[config.mk]
export PLATFORM = sky130hd
export DESIGN_NAME = tick_timer
export DESIGN_NICKNAME = d
export VERILOG_FILES = /design/src/rtl/tick_timer_pkg.sv /design/src/rtl/tick_downcounter.sv /design/src/rtl/tick_irq_status.sv /design/src/rtl/tick_timer.sv
export SDC_FILE = /design/constraint.sdc
export NUM_CORES = 1
export LEC_CHECK = 0
export BUFFER_PORTS_ARGS = -buffer_cell sky130_fd_sc_hd__buf_2
export CORE_MARGIN = 2
export CORE_UTILIZATION = 40
export DETAILED_ROUTE_END_ITERATION = 7
export SYNTH_ARGS = -nofsm -noshare
export SYNTH_HDL_FRONTEND = slang
export SYNTH_SLANG_ARGS = --single-unit
[constraint.sdc]
create_clock -name clk_i -period 5.75 [get_ports clk_i]
set_input_delay 0.2875 -clock clk_i [delete_from_list [all_inputs] [get_ports clk_i]]
set_output_delay 0.2875 -clock clk_i [all_outputs]
set_load 0.005 [all_outputs]
[src/rtl/tick_timer_pkg.sv]
package tick_timer_pkg;
  localparam int ADDR_W = 4;

  typedef enum logic [ADDR_W-1:0] {
    W_MASK   = 4'd4,
    W_RAW    = 4'd5,
    W_MASKED = 4'd6,
    W_CLEAR  = 4'd7,
    W_VALUE  = 4'd8,
    W_RELOAD = 4'd9,
    W_CTRL   = 4'd10
  } word_e;

  localparam int CTRL_SELF_BIT = 0;
  localparam int CTRL_RUN_BIT  = 1;
  localparam int IRQ_BIT       = 1;
endpackage

[src/rtl/tick_downcounter.sv]
module tick_downcounter #(
  parameter int CNT_W = 32
) (
  input  logic             clk_i,
  input  logic             rst_ni,
  input  logic             run_i,
  input  logic             tick_i,
  input  logic             load_i,
  input  logic [CNT_W-1:0] load_val_i,
  input  logic [CNT_W-1:0] reload_i,
  output logic [CNT_W-1:0] cnt_o,
  output logic             expire_o
);
  logic [CNT_W-1:0] cnt_q;
  logic             at_end;

  assign at_end   = (cnt_q <= CNT_W'(1));
  assign expire_o = run_i & tick_i & ~load_i & at_end;
  assign cnt_o    = cnt_q;

  always_ff @(posedge clk_i or negedge rst_ni) begin
    if (!rst_ni)           cnt_q <= '0;
    else if (load_i)       cnt_q <= load_val_i;
    else if (expire_o)     cnt_q <= reload_i;
    else if (run_i && tick_i) cnt_q <= cnt_q - CNT_W'(1);
  end

  // R5 decrement by one per tick above the end point
  a_r5_decrement: assert property (@(posedge clk_i) disable iff (!rst_ni)
    run_i && tick_i && !load_i && !at_end |=> cnt_q == $past(cnt_q) - CNT_W'(1));
  // R7 stopped counter holds
  a_r7_freeze: assert property (@(posedge clk_i) disable iff (!rst_ni)
    !run_i && !load_i |=> $stable(cnt_q));
  // R4 start loads requested value
  a_r4_start_load: assert property (@(posedge clk_i) disable iff (!rst_ni)
    load_i |=> cnt_q == $past(load_val_i));
endmodule

[src/rtl/tick_irq_status.sv]
module tick_irq_status (
  input  logic clk_i,
  input  logic rst_ni,
  input  logic set_i,
  input  logic clr_i,
  input  logic mask_we_i,
  input  logic mask_d_i,
  output logic raw_o,
  output logic mask_o
);
  logic raw_q, mask_q;

  always_ff @(posedge clk_i or negedge rst_ni) begin
    if (!rst_ni) begin
      raw_q  <= 1'b0;
      mask_q <= 1'b0;
    end else begin
      if (set_i)      raw_q <= 1'b1;   // set wins over clear
      else if (clr_i) raw_q <= 1'b0;
      if (mask_we_i)  mask_q <= mask_d_i;
    end
  end

  assign raw_o  = raw_q;
  assign mask_o = mask_q;

  // R5 expiry latches raw status
  a_r5_raw_set: assert property (@(posedge clk_i) disable iff (!rst_ni)
    set_i |=> raw_q);
  // R9 clear without set drops status
  a_r9_clear: assert property (@(posedge clk_i) disable iff (!rst_ni)
    clr_i && !set_i |=> !raw_q);
endmodule

[src/rtl/tick_timer.sv]
module tick_timer
  import tick_timer_pkg::*;
#(
  parameter int DATA_W = 32,
  parameter int CNT_W  = 32
) (
  input  logic              clk_i,
  input  logic              rst_ni,
  input  logic              tick_i,
  input  logic              wr_en_i,
  input  logic [ADDR_W-1:0] addr_i,
  input  logic [DATA_W-1:0] wdata_i,
  output logic [DATA_W-1:0] rdata_o,
  output logic              irq_o
);
  logic [CNT_W-1:0] reload_q, cnt, load_raw, load_val;
  logic             run_q, run_d, self_q, self_d;
  logic             wr_ctrl, wr_reload, wr_clear, wr_mask, load, expire;
  logic             raw, mask;

  assign wr_ctrl   = wr_en_i && (addr_i == W_CTRL);
  assign wr_reload = wr_en_i && (addr_i == W_RELOAD) && !run_q;  // locked while running
  assign wr_clear  = wr_en_i && (addr_i == W_CLEAR) && wdata_i[IRQ_BIT];
  assign wr_mask   = wr_en_i && (addr_i == W_MASK);

  always_comb begin
    run_d  = run_q;
    self_d = self_q;
    if (wr_ctrl) begin
      run_d  = wdata_i[CTRL_RUN_BIT];
      self_d = wdata_i[CTRL_SELF_BIT];
    end else if (wr_reload && self_q) begin
      run_d = 1'b1;
    end
  end

  assign load     = run_d & ~run_q;
  assign load_raw = wr_reload ? wdata_i[CNT_W-1:0] : reload_q;
  assign load_val = (load_raw == '0) ? CNT_W'(1) : load_raw;

  always_ff @(posedge clk_i or negedge rst_ni) begin
    if (!rst_ni) begin
      reload_q <= '0;
      run_q    <= 1'b0;
      self_q   <= 1'b0;
    end else begin
      if (wr_reload) reload_q <= wdata_i[CNT_W-1:0];
      run_q  <= run_d;
      self_q <= self_d;
    end
  end

  tick_downcounter #(.CNT_W(CNT_W)) i_cnt (
    .clk_i      (clk_i),
    .rst_ni     (rst_ni),
    .run_i      (run_q),
    .tick_i     (tick_i),
    .load_i     (load),
    .load_val_i (load_val),
    .reload_i   ((reload_q == '0) ? CNT_W'(1) : reload_q),
    .cnt_o      (cnt),
    .expire_o   (expire)
  );

  tick_irq_status i_irq (
    .clk_i     (clk_i),
    .rst_ni    (rst_ni),
    .set_i     (expire),
    .clr_i     (wr_clear),
    .mask_we_i (wr_mask),
    .mask_d_i  (wdata_i[IRQ_BIT]),
    .raw_o     (raw),
    .mask_o    (mask)
  );

  assign irq_o = raw & mask;

  always_comb begin
    rdata_o = '0;
    case (addr_i)
      W_MASK:   rdata_o[IRQ_BIT] = mask;
      W_RAW:    rdata_o[IRQ_BIT] = raw;
      W_MASKED: rdata_o[IRQ_BIT] = raw & mask;
      W_VALUE:  rdata_o = DATA_W'(cnt);
      W_RELOAD: rdata_o = DATA_W'(reload_q);
      W_CTRL: begin
        rdata_o[CTRL_RUN_BIT]  = run_q;
        rdata_o[CTRL_SELF_BIT] = self_q;
      end
      default:  rdata_o = '0;
    endcase
  end

  // R3 reload register locked while running
  a_r3_reload_lock: assert property (@(posedge clk_i) disable iff (!rst_ni)
    wr_en_i && addr_i == W_RELOAD && run_q |=> $stable(reload_q));
  // R6 running counter never sits at zero
  a_r6_nonzero: assert property (@(posedge clk_i) disable iff (!rst_ni)
    run_q |-> cnt != '0);
  // R8 self-start reload write starts the timer
  a_r8_self_start: assert property (@(posedge clk_i) disable iff (!rst_ni)
    wr_en_i && addr_i == W_RELOAD && !run_q && self_q |=> run_q);
endmodule

* Yosys cells after proc, flatten, opt, wreduce, memory -nomap -nowiden
Cells that the tools add are included. W data, S select, Z words.
Word-level totals: input bits 40, register bits after elaboration 68, output and inout bits 33
Operators by class: bitwise gates (word level) 7, $add $sub $neg 1, $lt $le $gt $ge 1, equal/unequal tests 7, multiplexer cells 13, reductions and logical operators 13
Operators by type and width (number):
- $mux W32 | 6
- $logic_not A32 Y1 | 2
- $pmux W30 S2 | 1
- $le A32 B1 Y1 const B | 1
- $sub A32 B1 Y32 const B | 1
- $eq A4 B3 Y1 const B | 4
- $eq A4 B4 Y1 const B | 3
- $logic_and A1 B1 Y1 | 8
- $pmux W1 S6 | 1
- $and A1 B1 Y1 | 5
- $mux W1 | 4
- $pmux W1 S3 | 1
- $reduce_bool A3 Y1 | 1
- $not A1 Y1 | 2
- $reduce_bool A2 Y1 | 1
- $logic_not A1 Y1 | 1

* Logic depth before layout (Yosys ltp)
Gate-level depths: netlist of run 1.
depth after elaboration 12, gate-level depth with buffers 10, mapped depth without buffers 8

* Cells and area by module
A second synthesis of run 1 with hierarchy kept.
Unflattened totals: cell total of the unflattened synthesis 630, area, all modules 4817.1 um^2
By module, submodules not included:
- tick_downcounter | times used 1, cells each 335, area an instance 2612.5 um^2, seq. area each 800.8 um^2
- tick_timer | times used 1, cells each 290, area an instance 2128.3 um^2, seq. area each 850.8 um^2
- tick_irq_status | times used 1, cells each 5, area an instance 76.3 um^2, seq. area each 50.0 um^2

* Worst setup path after synthesis of run 1
Ideal clock, no wire load.
kind reg2reg, start register i_cnt.cnt_q[7], in the netlist i_cnt.cnt_o[7], end register i_cnt.cnt_q[3], in the netlist i_cnt.cnt_o[3], path slack 3.342 ns, data required time 5.622 ns, setup time 0.128 ns, path buffers 3, stages on the path, launching flop included 10, clock period less this slack 2.408 ns, arrival 2.280 ns, path through dfrtp_1 > buf_6 > or4_1 > buf_2 > nor4_4 > and4_1 > buf_4 > a21oi_1 > a211oi_1 > nor3_1
On the way: word-level cells in the longest chain between the ends 4, elaborated cells on any way between the ends 5, those cells by class order compare: 1; mux: 2; bitwise: 1; reduce/logical: 1
RTL lines:
- start, declared | line tick_downcounter.sv:14 | logic [CNT_W-1:0] cnt_q;
- start signal, assigned | line tick_downcounter.sv:23 | else if (load_i) cnt_q <= load_val_i;
- start signal, assigned | line tick_downcounter.sv:24 | else if (expire_o) cnt_q <= reload_i;
- start signal, assigned | line tick_downcounter.sv:25 | else if (run_i && tick_i) cnt_q <= cnt_q - CNT_W'(1);
- $le A32 B1 Y1 * | line tick_downcounter.sv:17 | assign at_end = (cnt_q <= CNT_W'(1));
- $and A1 B1 Y1 * | line tick_downcounter.sv:18 | assign expire_o = run_i & tick_i & ~load_i & at_end;
- $mux W32 | line tick_downcounter.sv:24
- $mux W32 | line tick_downcounter.sv:23
Every way passes the cells marked *; elsewhere a longest branch is shown, timed or not. A chain may end at the register's enable or synchronous reset.

* Final worst setup path of run 1
start register run_q, end register i_cnt.cnt_q[1], in the netlist i_cnt.cnt_o[1]
On the way: word-level cells in the longest chain between the ends 11, elaborated cells on any way between the ends 18, those cells by class mux: 6; bitwise: 6; reduce/logical: 6
RTL lines:
- start, declared | line tick_timer.sv:17 | logic run_q, run_d, self_q, self_d;
- start signal, assigned | line tick_timer.sv:48 | run_q <= run_d;
- $logic_not A1 Y1 | line tick_timer.sv:22 | assign wr_reload = wr_en_i && (addr_i == W_RELOAD) && !run_q;
- $logic_and A1 B1 Y1 | line tick_timer.sv:22
- $logic_and A1 B1 Y1 | line tick_timer.sv:32 | end else if (wr_reload && self_q) begin
- $mux W1 | line tick_timer.sv:32
- $mux W1 | line tick_timer.sv:29 | if (wr_ctrl) begin
- $and A1 B1 Y1 | line tick_timer.sv:37 | assign load = run_d & ~run_q;
- $not A1 Y1 | line tick_downcounter.sv:18
- $and A1 B1 Y1 (2 in a row) | line tick_downcounter.sv:18
- $mux W32 | line tick_downcounter.sv:24
- $mux W32 | line tick_downcounter.sv:23
Several ways; a longest one is shown, not always the timed one.

==> metrics.md, run 1 <==
| Metric | Value |
|---|---|
| Post-DR vias/cell | `around 6` |
| Peak fanout along the critical path | `33` |
| Final slew viol count | `0` |
| Die area | `12100 sq um` |
| Total power per unit cell area | `352.4 nW/um^2` |
| DRT antenna net count | `0` |
| Classification of the worst-slack hold path | `primary input to asynchronous set/reset pin` |
| Required time of the critical path | `~6000 ps` |
| GRT Util Overall | `26.02%` |
| Clock insertion delay at the later pin of the skew report | `~370 ps` |
| Final weighted congestion in routability-driven placement | `about 0.92` |
| Deepest clock path buffer count | `2` |
| Die outline width | `about 110 microns` |
| Max-capacitance violation count | `0` |
| CTS root buf | `sky130_fd_sc_hd__clkbuf_8` |
| Yosys warning total | `0` |
| Post-route DRC | `0` |
| Net total in the final layout | `~660` |
| Unrepaired setup endpoints after global routing | `no` |
| Outcome | `finished, final reports clean` |
| Diode insertion count for antenna repair | `0` |
| Area occupied by registers | `between 1500 and 2000 sq um` |
| Cell area after technology mapping | `4496 sq um` |
| Area share of the largest cell type after synthesis | `a little under two fifths` |
| Clock buffer count from CTS | `9` |
| Number of placement rows | `38` |
| Post-synthesis instance total | `between 500 and 600` |
| Clock transition at the registers of the reported paths | `approximately 80 ps` |
| Die Ht | `110.0 microns` |
| Fmax achieved | `between 200 and 300 MHz` |
| Crit Path Class | `flop to flop` |
| Number of antenna violations at the first check in global routing | `0` |
| Number of filler instances in the final layout | `between 1000 and 1500` |
| Fraction of the cycle the final worst path needs | `between 60% and 70%` |
| Pin slew with the least headroom to its limit | `between 900 and 1000 ps` |
| Count of cells along the worst register-to-register path | `7` |
| Detailed-router iteration count before antenna repair | `5` |
| Sum of negative setup slack | `0 ps` |
| Maximum vdd ir drop | `approximately 0.13 mV` |
| Share of cells above drive strength 1 | `between 10% and 20%` |
| PortBufs | `slightly above 70` |
| Worst hold slack across all endpoints | `133.7 ps` |
| Number of hold-repair buffers added at the cts stage | `0` |
| Initial core utilization | `41.29%` |
| Final cell utilization of the core | `between 40% and 50%` |
| Syn Nets | `~610` |
| Global-route wire length before repair | `approximately 24000 microns` |
| Count of cells resized by post-cts repair | `0` |
| Number of enable flip-flop cells after synthesis | `0` |
| Share of flip-flops with an asynchronous set or reset | `100.0%` |
| Worst Skew | `around 14 ps` |
| Via count | `about 4600` |
| Max-slew headroom | `a little over a third` |
| Leakage dissipation | `2.291 nW` |
| Portion of the post-synthesis area used by sequential elements | `a little under two fifths` |
| Count of clock tree sinks | `slightly below 70` |
| Arrival time worst endpoint | `a little under 4000 ps` |
| Number of endpoints with negative hold slack in the final report | `0` |
| Via count of the first global-routing pass | `roughly 4300` |
| Cell type contributing the most total cell area after synthesis | `sky130_fd_sc_hd__dfrtp_1` |
| Primary flip-flop cell chosen by synthesis mapping | `sky130_fd_sc_hd__dfrtp_1` |
| List of most frequent post-synthesis cells | `sky130_fd_sc_hd__nand2_1, sky130_fd_sc_hd__dfrtp_1, sky130_fd_sc_hd__nor2_1` |
| Cell with the most instances after synthesis | `sky130_fd_sc_hd__nand2_1` |
| Total half-perimeter wirelength after legalization and detailed placement | `between 10000 and 15000 microns` |
| Post-layout min period | `around 3600 ps` |
| Maximum number of pins on one net before global-route repair | `a little under 70` |
| Leading post-synthesis cells by cell area | `sky130_fd_sc_hd__dfrtp_1, sky130_fd_sc_hd__nand2_1, sky130_fd_sc_hd__a22o_1` |
| Critical path capture point type | `flop` |
| Routed len/inst | `about 20 microns` |
| Synthesized area per cell | `~8 sq um` |
| Placeable core region | `approximately 11000 sq um` |
| Type of element launching the critical path | `flop` |
| Area growth, synth to finish | `14.72%` |
| Total congestion overflow | `0` |
| Area occupied by multi-input gates | `2597 sq um` |
| Cell variety after synth | `61` |
| Clock tree from TritonCTS | `yes` |
| Setup Fix Bufs, Post-CTS | `0` |
| Post-synthesis sequential element count | `about 70` |
| Final setup violation count | `0` |
| I/O pin total | `73` |
| WL final | `14990 microns` |
| Maximum level of the CTS H-tree | `3` |
| DRC marker count from the first detailed-route iteration | `between 400 and 500` |
metal layers:
metal,share of wire (%),track usage [%],routed length (microns)
met4,1.8,8.047,270
met5,0,0,0
met1,45,37.47,6746
met3,7.0,4.409,1050
met2,46,39.83,6923
registers in the layout, summed over array words and instances (netlist names):
register and flops:
run_q 1, reload_q 32, i_irq.mask_o 1, self_q 1, i_cnt.cnt_o 32, i_irq.raw_o 1
cell type report:
cell class	instances	area share (%)
Sequential cell	68	32.99
Clock buffer	10	2.669
Timing Repair Buffer	81	8.297
Multi-Input combinational cell	447	50.36
Clock inverter	6	1.698
Tap cell	140	3.396
Inverter	8	0.5822
per-stage QoR:
step	total power [mW]	std cells	area (sq um)	setup WS, ps
floorplan	1.168	566	4496	3342
detailed placement	1.352	744	4932	2247
global route	1.933	760	5157	1938
global placement	1.334	744	4932	2429
finish	1.818	760	5157	2128
CTS	1.808	760	5157	2216
power by group:
group / leakage [nW] / switching (mW) / total (mW) / internal [mW]
logic: 1.35 / 0.278 / 0.504 / 0.227
registers: 0.832 / 0.237 / 0.854 / 0.617
clock network: 0.105 / 0.204 / 0.459 / 0.255
worst max-delay path, stage by stage (launching register included):
cell	delay, ps
sky130_fd_sc_hd__dfrtp_1	480
sky130_fd_sc_hd__nand2_1	90
sky130_fd_sc_hd__buf_4	260
sky130_fd_sc_hd__nor4_1	850
sky130_fd_sc_hd__nand4_2	670
sky130_fd_sc_hd__nor2_2	750
sky130_fd_sc_hd__a21oi_1	180
sky130_fd_sc_hd__a311oi_2	250
logic make-up after synthesis:
kind of cell    share of synthesized area, %
compound gates                         19.54
mux                                    1.670
xor+xnor                               2.728
flops                                  37.85
fa+ha+maj                             0.5565
simple gates                           32.76
buf+inv                                4.898
final timing paths:
check | from | end | slack, ps
max in group asynchronous | rst_ni | i_cnt.cnt_o[21] | 5050
hold / removal | rst_ni | reload_q[27] | 130
hold reg to reg | i_irq.mask_o | i_irq.mask_o | 550
setup / recovery | run_q | i_cnt.cnt_o[1] | 2130
setup reg to reg | run_q | i_cnt.cnt_o[1] | 2130
min in group clk_i | wdata_i[12] | reload_q[12] | 160
layout by cell type (no fill, tap or decap), types with 9 or more instances in the layout:
cell and n:
sky130_fd_sc_hd__o21ai_0 20, sky130_fd_sc_hd__buf_4 9, sky130_fd_sc_hd__nand3_1 23, sky130_fd_sc_hd__nor2_1 41
sky130_fd_sc_hd__or3_1 12, sky130_fd_sc_hd__buf_2 72, sky130_fd_sc_hd__a21oi_1 29, sky130_fd_sc_hd__nor4_1 26
sky130_fd_sc_hd__nand2_1 122, sky130_fd_sc_hd__clkbuf_8 10, sky130_fd_sc_hd__a22o_1 30, sky130_fd_sc_hd__dfrtp_1 68
sky130_fd_sc_hd__xnor2_1 11, sky130_fd_sc_hd__nor3_1 32
(Power assumes the default switching activity.)
==> inputs of run 2 (changes only) <==
==> constraint.sdc (replaced) <==
create_clock -name clk_i -period 3.4 [get_ports clk_i]
set_input_delay 0.17 -clock clk_i [delete_from_list [all_inputs] [get_ports clk_i]]
set_output_delay 0.17 -clock clk_i [all_outputs]
set_load 0.005 [all_outputs]
==> metrics.md, run 2 (synthesis results as in run 1) <==
| Metric | Value |
|---|---|
| Outcome | `finished, final reports clean` |
| Initial core utilization | `just over 40%` |
| Number of placement rows | `38` |
| Sum of negative setup slack | `0 ps` |
| Count of cells resized by post-cts repair | `0` |
| Share of cells above drive strength 1 | `19.90%` |
| Count of clock tree sinks | `just under 70` |
| Critical path capture point type | `flop` |
| Net total in the final layout | `660` |
| Deepest clock path buffer count | `2` |
| Routed len/inst | `slightly below 20 microns` |
| Leakage dissipation | `2.314 nW` |
| Total half-perimeter wirelength after legalization and detailed placement | `approximately 11000 microns` |
| Fraction of the cycle the final worst path needs | `a little under nine tenths` |
| Type of element launching the critical path | `flop` |
| Max-slew headroom | `between 40% and 50%` |
| Most used cells in the layout excluding fill and tap cells | `sky130_fd_sc_hd__nand2_1, sky130_fd_sc_hd__buf_2, sky130_fd_sc_hd__dfrtp_1` |
| Final slew viol count | `0` |
| Peak fanout along the critical path | `12` |
| Reg2Reg Launch Point | `i_cnt.cnt_o[7]` |
| Maximum number of pins on one net before global-route repair | `between 60 and 70` |
| Final setup violation count | `0` |
| Slowest-stage cell, CP | `sky130_fd_sc_hd__or4_1` |
| Global-route wire length before repair | `between 20000 and 25000 microns` |
| Maximum vdd ir drop | `roughly 0.24 mV` |
| Worst hold slack across all endpoints | `18.54 ps` |
| CTS root buf | `sky130_fd_sc_hd__clkbuf_8` |
| Worst Skew | `roughly 12 ps` |
| Pin slew with the least headroom to its limit | `approximately 900 ps` |
| Number of antenna violations at the first check in global routing | `0` |
| Cell family with most CP delay | `simple AND/OR/NAND/NOR gates` |
| Area occupied by registers | `1702 sq um` |
| Area occupied by multi-input gates | `between 2000 and 3000 sq um` |
| Die outline width | `110.0 microns` |
| Post-DR vias/cell | `about 6.1` |
| Via count of the first global-routing pass | `4417` |
| I/O pin total | `73` |
| PortBufs | `72` |
| Most common library cell in the layout ignoring fill and taps | `sky130_fd_sc_hd__nand2_1` |
| Cell-by-cell listing of the critical path | `or4_1 -> nor4_4 -> and4_1 -> a21oi_1 -> a211oi_1 -> nor3_1` |
| Placeable core region | `between 10000 and 15000 sq um` |
| Number of endpoints with negative hold slack in the final report | `0` |
| Fmax achieved | `approximately 340 MHz` |
| Register-to-register path setup slack | `about 500 ps` |
| WL final | `around 15000 microns` |
| Unrepaired setup endpoints after global routing | `no` |
| Final weighted congestion in routability-driven placement | `between 0.9 and 1` |
| Clock transition at the registers of the reported paths | `80 ps` |
| Die area | `approximately 12000 sq um` |
| Post-layout min period | `2899 ps` |
| Number of hold-repair buffers added at the cts stage | `0` |
| Classification of the worst-slack hold path | `primary input to asynchronous set/reset pin` |
| Post-route DRC | `0` |
| Power spent charging and discharging nets | `1.196 mW` |
| Worst R2R End | `i_cnt.cnt_o[3]` |
| Setup Fix Bufs, Post-CTS | `0` |
| Buf/Inv on CP | `0` |
| Total congestion overflow | `0` |
| Total power per unit cell area | `590.9 nW/um^2` |
| Diode insertion count for antenna repair | `0` |
| Crit Path Class | `flop to flop` |
| Delay contributed by the slowest stage of the critical path | `slightly below 700 ps` |
| Maximum level of the CTS H-tree | `3` |
| Required time of the critical path | `~3600 ps` |
| Clock insertion delay at the later pin of the skew report | `360 ps` |
| Via count | `between 4000 and 5000` |
| Area growth, synth to finish | `15.03%` |
| Detailed-router iteration count before antenna repair | `5` |
| Int Pwr | `1.859 mW` |
| Max-capacitance violation count | `0` |
| GRT Util Overall | `between 20% and 30%` |
| DRC marker count from the first detailed-route iteration | `around 450` |
| Proportion of total power due to net switching | `approximately 39%` |
| Clock buffer count from CTS | `9` |
| Register share of total power | `a little under half` |
| Count of cells along the worst register-to-register path | `6` |
| Number of filler instances in the final layout | `about 1100` |
| Clk network pwr share | `around a quarter` |
| Combinational cell fraction of total power | `between 20 and 30%` |
| Clock tree from TritonCTS | `yes` |
| Arrival time worst endpoint | `3130 ps` |
| Die Ht | `110.0 microns` |
| Final cell utilization of the core | `between 40% and 50%` |
| DRT antenna net count | `0` |
run 2: cell count changes in the layout (fill, tap and decap cells not counted), sizes merged:
cell / delta
clkinv: +2
clkbuf: +1
buf: +3
clkinvlp: -3
run 2: through the flow:
stage	worst slack, ps	area [sq um]	std cells	power (mW)
2_1_floorplan	991.8	4496	566	1.975
3_3_place_gp	643.5	4955	747	2.260
3_5_place_dp	543.6	4955	747	2.282
4_1_cts	542.8	5171	763	3.034
5_1_grt	365.6	5171	763	3.250
6_report	500.7	5171	763	3.056
run 2: area by class of cell:
class,instances,area share (%)
clock buffer,11,2.734
clock inverter,5,1.452
inverter,8,0.5807
multi-input combinational,447,50.23
sequential,68,32.91
tap,140,3.387
timing repair buffer,84,8.710
run 2: worst register-to-register path, delay by kind of cell (launching register included):
family / cells / cell delay, ps
flops: 1 / 460
compound gates: 2 / 360
simple gates: 4 / 1960
run 2: worst max-delay path by stage:
stage	from	depth (start not counted)	slack [ps]	endpoint
after floorplan	i_cnt.cnt_o[7]	9	990	i_cnt.cnt_o[3]
after global placement	i_cnt.cnt_o[7]	6	640	i_cnt.cnt_o[27]
after detailed placement	i_cnt.cnt_o[7]	6	540	i_cnt.cnt_o[1]
after CTS	i_cnt.cnt_o[7]	6	540	i_cnt.cnt_o[1]
after global routing	i_cnt.cnt_o[7]	6	370	i_cnt.cnt_o[3]
final	i_cnt.cnt_o[7]	6	500	i_cnt.cnt_o[3]
run 2: layer usage:
metal,share of wire (%),vias to the layer above,global-route usage (%)
met5,0,-,0
met4,2.6,0,7.957
met3,6.5,38,4.586
met2,46,209,42.07
met1,45,2261,36.84
li1,-,2170,-
run 2: power by group through the flow:
| stage | logic (mW) | registers [mW] | clock network [mW] |
|---|---|---|---|
| after floorplan | 0.687 | 1.29 | 0 |
| after global placement | 0.829 | 1.43 | 0 |
| after detailed placement | 0.843 | 1.44 | 0 |
| after CTS | 0.850 | 1.43 | 0.759 |
| after global routing | 0.969 | 1.48 | 0.799 |
| final | 0.854 | 1.44 | 0.760 |
